## src/rtl/trap_seq_pkg.sv

```systemverilog
package trap_seq_pkg;
  typedef enum logic [4:0] {
    S_IDLE,
    S_VPC, S_VPC_W,      // vector word 0
    S_VPS, S_VPS_W,      // vector word 1
    S_GETSP, S_DECSP,
    S_PPS, S_PPS_W,      // save status word
    S_PPC, S_PPC_W,      // save program counter
    S_RPC, S_RPC_W,      // return: pop program counter
    S_RPS, S_RPS_W,      // return: pop status word
    S_RNEW,
    S_MERR, S_FAIL
  } seq_state_e;
endpackage

```

## src/rtl/trap_seq_step.sv

```systemverilog
module trap_seq_step #(
  parameter int W     = 16,
  parameter int STEP  = 2,
  parameter bit DOWN  = 1'b0
) (
  input  logic [W-1:0] base,
  output logic [W-1:0] result
);
  generate
    if (DOWN) begin : g_dn
      assign result = base - W'(STEP);
    end else begin : g_up
      assign result = base + W'(STEP);
    end
  endgenerate
endmodule

```

## src/rtl/trap_seq_fsm.sv

```systemverilog
module trap_seq_fsm
  import trap_seq_pkg::*;
#(
  parameter int W       = 16,
  parameter int STEP    = 2,
  parameter int ERR_VEC = 4
) (
  input  logic         clk,
  input  logic         rst,
  input  logic         start_trap,
  input  logic         start_ret,
  input  logic         abort_req,
  input  logic         stack_severe,
  input  logic [W-1:0] vec_addr,
  input  logic [W-1:0] cur_pc,
  input  logic [W-1:0] cur_psw,
  input  logic [W-1:0] sp_in,
  input  logic [W-1:0] mem_rdata,
  input  logic         mem_ack,
  input  logic         mem_err,
  output logic         mem_req,
  output logic         mem_we,
  output logic [W-1:0] mem_addr,
  output logic [W-1:0] mem_wdata,
  output logic [W-1:0] pc_out,
  output logic [W-1:0] psw_out,
  output logic [W-1:0] sp_out,
  output logic         done,
  output logic         fatal,
  output logic         busy
);
  seq_state_e   state;
  logic [W-1:0] vec_q, opc_q, opsw_q, sp_q, npc_q, npsw_q;
  logic         sev_q, in_err;
  logic [W-1:0] sp_up, sp_dn, vec_nxt;

  trap_seq_step #(.W(W), .STEP(STEP), .DOWN(1'b0)) u_sp_up  (.base(sp_q),  .result(sp_up));
  trap_seq_step #(.W(W), .STEP(STEP), .DOWN(1'b1)) u_sp_dn  (.base(sp_q),  .result(sp_dn));
  trap_seq_step #(.W(W), .STEP(STEP), .DOWN(1'b0)) u_vec_up (.base(vec_q), .result(vec_nxt));

  assign busy = (state != S_IDLE);

  always_ff @(posedge clk) begin
    if (rst) begin
      state     <= S_IDLE;
      vec_q     <= '0;
      opc_q     <= '0;
      opsw_q    <= '0;
      sp_q      <= '0;
      npc_q     <= '0;
      npsw_q    <= '0;
      sev_q     <= 1'b0;
      in_err    <= 1'b0;
      mem_req   <= 1'b0;
      mem_we    <= 1'b0;
      mem_addr  <= '0;
      mem_wdata <= '0;
      pc_out    <= '0;
      psw_out   <= '0;
      sp_out    <= '0;
      done      <= 1'b0;
      fatal     <= 1'b0;
    end else begin
      done  <= 1'b0;
      fatal <= 1'b0;
      case (state)
        S_IDLE: begin
          in_err <= 1'b0;
          opc_q  <= cur_pc;
          opsw_q <= cur_psw;
          sev_q  <= stack_severe;
          if (start_trap) begin
            vec_q <= vec_addr;
            state <= S_VPC;
          end else if (start_ret) begin
            sp_q  <= sp_in;
            state <= S_RPC;
          end
        end
        S_VPC: begin
          mem_req <= 1'b1; mem_we <= 1'b0; mem_addr <= vec_q;
          state   <= S_VPC_W;
        end
        S_VPC_W: begin
          if (mem_err) begin
            mem_req <= 1'b0; state <= S_MERR;
          end else if (mem_ack) begin
            mem_req <= 1'b0;
            npc_q   <= mem_rdata;
            state   <= abort_req ? S_IDLE : S_VPS;
          end
        end
        S_VPS: begin
          mem_req <= 1'b1; mem_we <= 1'b0; mem_addr <= vec_nxt;
          state   <= S_VPS_W;
        end
        S_VPS_W: begin
          if (mem_err) begin
            mem_req <= 1'b0; state <= S_MERR;
          end else if (mem_ack) begin
            mem_req <= 1'b0;
            npsw_q  <= mem_rdata;
            state   <= abort_req ? S_IDLE : S_GETSP;
          end
        end
        S_GETSP: begin
          sp_q  <= sp_in;
          state <= S_DECSP;
        end
        S_DECSP: begin
          sp_q  <= sp_dn;
          state <= S_PPS;
        end
        S_PPS: begin
          mem_req   <= 1'b1; mem_we <= 1'b1; mem_addr <= sp_q;
          mem_wdata <= sev_q ? '0 : opsw_q;
          state     <= S_PPS_W;
        end
        S_PPS_W: begin
          if (mem_err) begin
            mem_req <= 1'b0; state <= S_MERR;
          end else if (mem_ack) begin
            mem_req <= 1'b0;
            sp_q    <= sp_dn;
            state   <= S_PPC;
          end
        end
        S_PPC: begin
          mem_req   <= 1'b1; mem_we <= 1'b1; mem_addr <= sp_q;
          mem_wdata <= opc_q;
          state     <= S_PPC_W;
        end
        S_PPC_W: begin
          if (mem_err) begin
            mem_req <= 1'b0; state <= S_MERR;
          end else if (mem_ack) begin
            mem_req <= 1'b0;
            pc_out  <= npc_q;
            psw_out <= npsw_q;
            sp_out  <= sp_q;
            done    <= 1'b1;
            state   <= S_IDLE;
          end
        end
        S_RPC: begin
          mem_req <= 1'b1; mem_we <= 1'b0; mem_addr <= sp_q;
          state   <= S_RPC_W;
        end
        S_RPC_W: begin
          if (mem_err) begin
            mem_req <= 1'b0; state <= S_MERR;
          end else if (mem_ack) begin
            mem_req <= 1'b0;
            npc_q   <= mem_rdata;
            sp_q    <= sp_up;
            state   <= S_RPS;
          end
        end
        S_RPS: begin
          mem_req <= 1'b1; mem_we <= 1'b0; mem_addr <= sp_q;
          state   <= S_RPS_W;
        end
        S_RPS_W: begin
          if (mem_err) begin
            mem_req <= 1'b0; state <= S_MERR;
          end else if (mem_ack) begin
            mem_req <= 1'b0;
            npsw_q  <= mem_rdata;
            sp_q    <= sp_up;
            state   <= S_RNEW;
          end
        end
        S_RNEW: begin
          pc_out  <= npc_q;
          psw_out <= npsw_q;
          sp_out  <= sp_q;
          done    <= 1'b1;
          state   <= S_IDLE;
        end
        S_MERR: begin
          if (in_err) begin
            state <= S_FAIL;
          end else begin
            in_err <= 1'b1;
            vec_q  <= W'(ERR_VEC);
            state  <= S_VPC;
          end
        end
        S_FAIL: begin
          fatal <= 1'b1;
          state <= S_IDLE;
        end
        default: state <= S_IDLE;
      endcase
    end
  end
endmodule

```

## src/rtl/trap_seq_top.sv

```systemverilog
module trap_seq_top #(
  parameter int W       = 16,
  parameter int STEP    = 2,
  parameter int ERR_VEC = 4
) (
  input  logic         clk,
  input  logic         rst,
  input  logic         start_trap,
  input  logic         start_ret,
  input  logic         abort_req,
  input  logic         stack_severe,
  input  logic [W-1:0] vec_addr,
  input  logic [W-1:0] cur_pc,
  input  logic [W-1:0] cur_psw,
  input  logic [W-1:0] sp_in,
  output logic         mem_req,
  output logic         mem_we,
  output logic [W-1:0] mem_addr,
  output logic [W-1:0] mem_wdata,
  input  logic [W-1:0] mem_rdata,
  input  logic         mem_ack,
  input  logic         mem_err,
  output logic [W-1:0] pc_out,
  output logic [W-1:0] psw_out,
  output logic [W-1:0] sp_out,
  output logic         done,
  output logic         fatal,
  output logic         busy
);
  trap_seq_fsm #(.W(W), .STEP(STEP), .ERR_VEC(ERR_VEC)) u_fsm (
    .clk(clk), .rst(rst),
    .start_trap(start_trap), .start_ret(start_ret),
    .abort_req(abort_req), .stack_severe(stack_severe),
    .vec_addr(vec_addr), .cur_pc(cur_pc), .cur_psw(cur_psw), .sp_in(sp_in),
    .mem_rdata(mem_rdata), .mem_ack(mem_ack), .mem_err(mem_err),
    .mem_req(mem_req), .mem_we(mem_we), .mem_addr(mem_addr), .mem_wdata(mem_wdata),
    .pc_out(pc_out), .psw_out(psw_out), .sp_out(sp_out),
    .done(done), .fatal(fatal), .busy(busy)
  );
endmodule

```

## config.mk

```make
export PLATFORM = sky130hd
export DESIGN_NAME = trap_seq_top
export DESIGN_NICKNAME = d
export VERILOG_FILES = /design/src/rtl/trap_seq_pkg.sv /design/src/rtl/trap_seq_step.sv /design/src/rtl/trap_seq_fsm.sv /design/src/rtl/trap_seq_top.sv
export SDC_FILE = /design/constraint.sdc
export NUM_CORES = 1
export LEC_CHECK = 0
export CAP_MARGIN = 25
export CORE_MARGIN = 1
export CORE_UTILIZATION = 45
export DETAILED_ROUTE_END_ITERATION = 10
export PLACE_DENSITY_LB_ADDON = 0.12
export SLEW_MARGIN = 40
export SYNTH_ARGS = -nofsm -noshare
export SYNTH_HDL_FRONTEND = slang
export SYNTH_SLANG_ARGS = --single-unit
```

## constraint.sdc

```tcl
create_clock -name clk -period 3.4 [get_ports clk]
set_clock_uncertainty 0.2 [all_clocks]
set_input_delay 0.85 -clock clk [delete_from_list [all_inputs] [get_ports clk]]
set_output_delay 0.85 -clock clk [all_outputs]
set_load 0.005 [all_outputs]
```

# After elaboration in Yosys (flattened, before gate mapping)
# Cells that the tools add are included.
# op_classes
add_sub_neg,3
muxes,49
n_eq_ne,35
bitwise_logic,1
n_reduce_logical,24
# ops
op,n
$mux 16,15
$pmux 16 s2,5
$pmux 16 s5,1
$pmux 5 s16,1
$mux 5,15
$pmux 16 s3,1
$eq 5x4->1 const B,8
$add 16x2->16 const B,2
$ne 3x3->1 const B,7
$eq 5x3->1 const B,4
$ne 2x2->1 const B,9
$sub 16x2->16 const B,1
$reduce_and 7->1,2
$reduce_and 3->1,4
$reduce_or 6->1,2
$eq 5x2->1 const B,2
$eq 5x5->1 const B,2
$reduce_bool 2->1,5
$reduce_bool 5->1,2
$pmux 1 s2,4
$reduce_or 2->1,4
$reduce_or 4->1,2
$eq 5x1->1 const B,1
$logic_not 5->1,1
8 further kinds,12
# totals
elab_cells,130
in_bits,88
output_inout_bits,85
register_bits,187

# Longest topological paths before layout
# logic_depth
ltp_word,4
ltp_mapped,10
ltp_nobuf,8

# By module
# Synthesis repeated with hierarchy kept, for this count alone.
# hier_totals
cells_unflattened,1044
area_unflattened_um2,8558.2
# modules_own_cells
mod,seq_area_each_um2,area_each_um2,n_inst,cells_per_inst
trap_seq_fsm,3743.6,7681.1,1,927
trap_seq_step at u_fsm.u_vec_up,0.0,295.3,1,40
trap_seq_step at u_fsm.u_sp_dn,0.0,294.0,1,38
trap_seq_step at u_fsm.u_sp_up,0.0,287.8,1,39

# Worst setup path after synthesis
# Ideal clock, no wire load.
# synth_path
kind,flip-flop to flip-flop
startpoint,reg u_fsm.state[3]
endpoint,reg u_fsm.sp_q[9]
slack_ps,435
synth_period_minus_slack_ps,2965
path_stages_with_launch,11
required_time_ps,3083
t_arrival_ps,2648
setup_time_ps,117
path_buffers,2
path_cell_list,dfxtp_1 buf_2 and4bb_2 clkbuf_1 xnor2_1 ha_1 or3_4 or4_1 o21ai_0 o21ai_1 a32o_1
# synth_between
elab_chain_cells,4
elab_cells_between_ends,16
cone_classes,11 x eq/ne; 1 x mux; 4 x reduce/logical
# synth_rtl
item,line_no,rtl
start: declaration,trap_seq_fsm.sv:32,seq_state_e state;
start signal: assignment,trap_seq_fsm.sv:90,state <= abort_req ? S_IDLE : S_VPS;
start signal: assignment,trap_seq_fsm.sv:103,state <= abort_req ? S_IDLE : S_GETSP;
$eq 5x4->1,trap_seq_fsm.sv:66,case (state)
$reduce_or 2->1 (no line),-,
$reduce_bool 5->1 (no line) (tied with other cells),-,
$reduce_and 7->1 (no line),-,
end signal: assignment,trap_seq_fsm.sv:76,sp_q <= sp_in;
end signal: assignment,trap_seq_fsm.sv:107,sp_q <= sp_in;
end signal: assignment,trap_seq_fsm.sv:111,sp_q <= sp_dn;
end: declaration,trap_seq_fsm.sv:33,"logic [W-1:0] vec_q, opc_q, opsw_q, sp_q, npc_q, npsw_q;"
# Parallel ways exist; a longest one is shown, timed or not.
# A chain may end at the register's enable or synchronous reset.

# Worst setup path after layout
# layout_path
startpoint,reg u_fsm.state[2]
endpoint,out busy
# layout_between
elab_chain_cells,1
# layout_rtl
item,line_no,rtl
$reduce_bool 5->1,trap_seq_fsm.sv:41,assign busy = (state != S_IDLE);
end: declaration,trap_seq_top.sv:28,output logic busy
# No other way between the ends.

==> results <==
- The run finished with clean final reports.
- Setup repair after global routing left no endpoint under its margin.
- The die height is 136.4 µm.
- The share of synthesized area occupied by flip-flops and latches is 46.03%.
- Data on the critical path arrives at its endpoint at 2130 ps.
- The via count of the first global-routing pass is 6877.
- The post-synthesis sequential element count is 187.
- The origin of the critical flop-to-flop path is u_fsm.state[4].
- Power spread over the standard cell area amounts to 792.7 nW/µm².
- The longest clock path from root to sink contains 2 buffers.
- The most frequently used flop master after synthesis is dfxtp_1.
- Entering global routing, the biggest net connects 173 pins.
- The count of cells resized by post-cts repair is 0.
- The number of cells on the worst reg-to-reg path is 8.
- The clock transition time at the flip-flop clock pins of the worst setup and hold paths is 80 ps.
- The initial antenna violation count is 0.
- The end-of-flow core utilization is 60.76%.
- STA classifies the critical path endpoint as an output pin.
- The clock drives 187 sinks.
- The via density per instance is 5.500.
- After clock tree synthesis, the setup repair step added 0 buffers.
- The share of layout cells above drive strength 1 is 6.202%.
- The H-tree was split into 4 levels.
- The clock latency reported for the late side of the worst-skew pair is 440 ps.
- The post-synthesis net count is 1111.
- The number of I/O port buffers is 172.
- The actual slew at the worst max-slew pin is 813.9 ps.
- The master cell of the clock root buffer is clkbuf_16.
- The final-stage net count is 1238.
- The diode insertion count for antenna repair is 0.
- Setup slack on the worst reg-to-reg path comes out at 590 ps.
- In this run the worst setup path begins at u_fsm.state[2].
- By area the synthesized netlist is led by dfxtp_1, nand2_1, a21oi_1.
- The routed wire length per instance is 15.95 µm.
- The count of nets left with antenna violations once routing finished came out at 0.
- The I/O pin total is 173.
- The class of the tightest hold or removal check is flip-flop to flip-flop.
- Counting the fill cells in the layout gives 1579.
- The minimum setup slack in the final design is 216.0 ps.
- Row generation in the floorplan step produced 48 rows.
- In this run the tightest slew margin relative to its limit is 45.74%.
- The worst setup path is launched from a flip-flop.
- The share of synthesized area in the top cell type comes to 46.03%.
- Setup violations remaining at the end of the flow were counted as 0.
- The count of final hold-check violations came to 0.
- The distinct cell type count of the synthesized netlist is 60.
- The mapped netlist covers 8133 µm².
- For this run, the top clock speed supported by timing is 314.1 MHz.
- At the end of routability-driven placement, the weighted congestion stood at 0.8598.
- The wire length of the first global-routing pass is 35180 µm.
- For this configuration, the core starts out at a cell density of 46.53%.
- The cell count after synthesis came out at 1021.
- The type of the worst setup path is flip-flop to output pin.
- The worst register-to-register path ends at u_fsm.sp_q[11].
- The area of all placed cells without fillers is 10620 µm².
- The placed cell count is 1354.
- The total congestion overflow is 0.
- In this run the worst path has a maximum fanout of 23.
- TritonCTS built the clock tree.
- The final number of max-transition violations is 0.
- In this run, post-CTS hold repair placed 0 buffers.
- OpenSTA, run right after detailed placement, puts the worst setup slack at 312.8 ps.
- Yosys mapped a number of flops with a built-in enable equal to 0.
- The finished layout holds 1386 standard cells, fillers aside.
- The violation count after the first detailed-routing iteration is 791.
- For this block, the routed nets add up to 22110 µm of wire.
- The share of the clock period used by the worst path is 93.65%.
- The leakage power total is 3.955 nW.
- The die covers 18610 µm².
- The floorplan step defined a core boundary enclosing 17480 µm².
- The aggregate negative setup slack is 0 ps.
- The placed instances occupy a cell area of 10000 µm².
- After legalization and detailed placement, the total HPWL measured 14600 µm.
- The die boundary width is 136.4 µm.
- The final period demand of the worst path is 3184 ps.
- Clock tree synthesis inserted a total of 17 buffers.
- For the worst setup path, the data required time is 2350 ps.
- VDD sags by at most 422.2 µV.
- The proportion of register bits with asynchronous set or reset after synthesis is 0%.
- The total global routing track utilization is 24.09%.
- The post-synthesis cell type with the largest combined area is dfxtp_1.
- The number of maximum-capacitance constraint violations is 0.
- The detailed-routing iteration count for the pre-antenna-repair pass is 5.
- The DRC violation count after routing is 0.
- Compared with the post-synthesis result, the final layout area differs by 30.57%.
- The overall via count from detail_route is 7623.
- The mean instance size in the synthesized netlist is 7.966 µm².
- The end point of the critical path is busy.
- The number of warnings issued by yosys is 0.
[where the power goes]
| group | internal, mW | total, mW | switching, mW | leakage [nW] |
|---|---|---|---|---|
| Sequential | 2.65 | 3.14 | 0.494 | 1.52 |
| Combinational | 1.41 | 3.23 | 1.82 | 2.13 |
| Clock | 1.07 | 2.05 | 0.983 | 0.300 |
| Total | 5.12 | 8.42 | 3.30 | 3.95 |
[routing by layer]
| layer | track usage, % | wire, µm | part of all wire, % | vias to the layer above |
|---|---|---|---|---|
| met5 | 0 | 0 | 0 | - |
| met4 | 7.901 | 376 | 1.7 | 0 |
| met3 | 4.884 | 1634 | 7.4 | 30 |
| met2 | 35.48 | 9616 | 43 | 267 |
| met1 | 34.81 | 10490 | 47 | 3520 |
| li1 | - | - | - | 3806 |
[cell usage after synthesis (all sizes together), types with 5 or more instances]
cell type / instances
nand2: 208
dfxtp: 187
a21oi: 123
nor2: 110
clkbuf: 64
o21ai: 41
mux2i: 40
a22oi: 28
buf: 21
a211oi: 20
nand3: 16
nor3: 15
nor3b: 14
inv: 11
nor4: 11
nand4: 10
a31oi: 8
xnor2: 7
o31ai: 6
or4: 6
a22o: 5
nand2b: 5
or3: 5
xor2: 5
[cell families after synthesis]
kind of cell	count (synthesis)	synth area share, %
simple gates	421	22.80
compound gates	261	19.62
flops	187	46.03
buf+inv	96	4.754
mux	42	5.200
xor+xnor	12	1.292
fa+ha+maj	2	0.3076
[final cells by class]
class	instances	area (µm²)	share of cell area [%]
clock buffers	17	425.4	4.006
clock inverters	15	187.7	1.767
inverters	11	41.29	0.3888
multi-input cells	738	4025	37.91
flip-flops and latches	187	3744	35.25
well taps	225	281.5	2.651
repair buffers	193	1914	18.03
[sequential cells by signal, summed over array words and instances (netlist names)]
| signal | count |
|---|---|
| u_fsm.done | 1 |
| u_fsm.fatal | 1 |
| u_fsm.in_err | 1 |
| u_fsm.mem_addr | 16 |
| u_fsm.mem_req | 1 |
| u_fsm.mem_wdata | 16 |
| u_fsm.mem_we | 1 |
| u_fsm.npc_q | 16 |
| u_fsm.npsw_q | 16 |
| u_fsm.opc_q | 16 |
| u_fsm.opsw_q | 16 |
| u_fsm.pc_out | 16 |
| u_fsm.psw_out | 16 |
| u_fsm.sev_q | 1 |
| u_fsm.sp_out | 16 |
| u_fsm.sp_q | 16 |
| u_fsm.state | 5 |
| u_fsm.vec_q | 16 |
[stage by stage]
stage                     hold WS (ps)  power, mW
after floorplan                  231.5      5.318
after global placement           235.9      6.327
after detailed placement         243.0      6.389
after CTS                        254.7      8.452
after global routing             264.3      9.008
final                            252.8      8.417
[placed cells by master, fill, tap and decap left out, types with 17 or more instances in the layout]
master and instances:
buf_4 19, nor2_1 107, clkdlybuf4s50_1 171, a22oi_1 28, a211oi_1 19, dfxtp_1 187
a21oi_1 123, clkbuf_16 17, nand2_1 208, mux2i_1 40, o21ai_0 39
[worst min path at each step]
stage                    startpoint                to  cells after the start
detailed placement  u_fsm.opsw_q[2]   u_fsm.opsw_q[2]                      2
finish              u_fsm.npsw_q[5]  u_fsm.psw_out[5]                      2
global route        u_fsm.npsw_q[0]  u_fsm.psw_out[0]                      2
floorplan            u_fsm.npc_q[0]   u_fsm.pc_out[0]                      2
global placement     u_fsm.npc_q[7]   u_fsm.pc_out[7]                      2
CTS                 u_fsm.opsw_q[8]   u_fsm.opsw_q[8]                      2
[critical path: stages (launching register included)]
cell and delay (ps):
dfxtp_1 310, buf_4 200, or3_1 430, nor2_2 140, inv_1 100, clkdlybuf4s50_1 510
No activity file was read; power rests on OpenSTA's default activity.
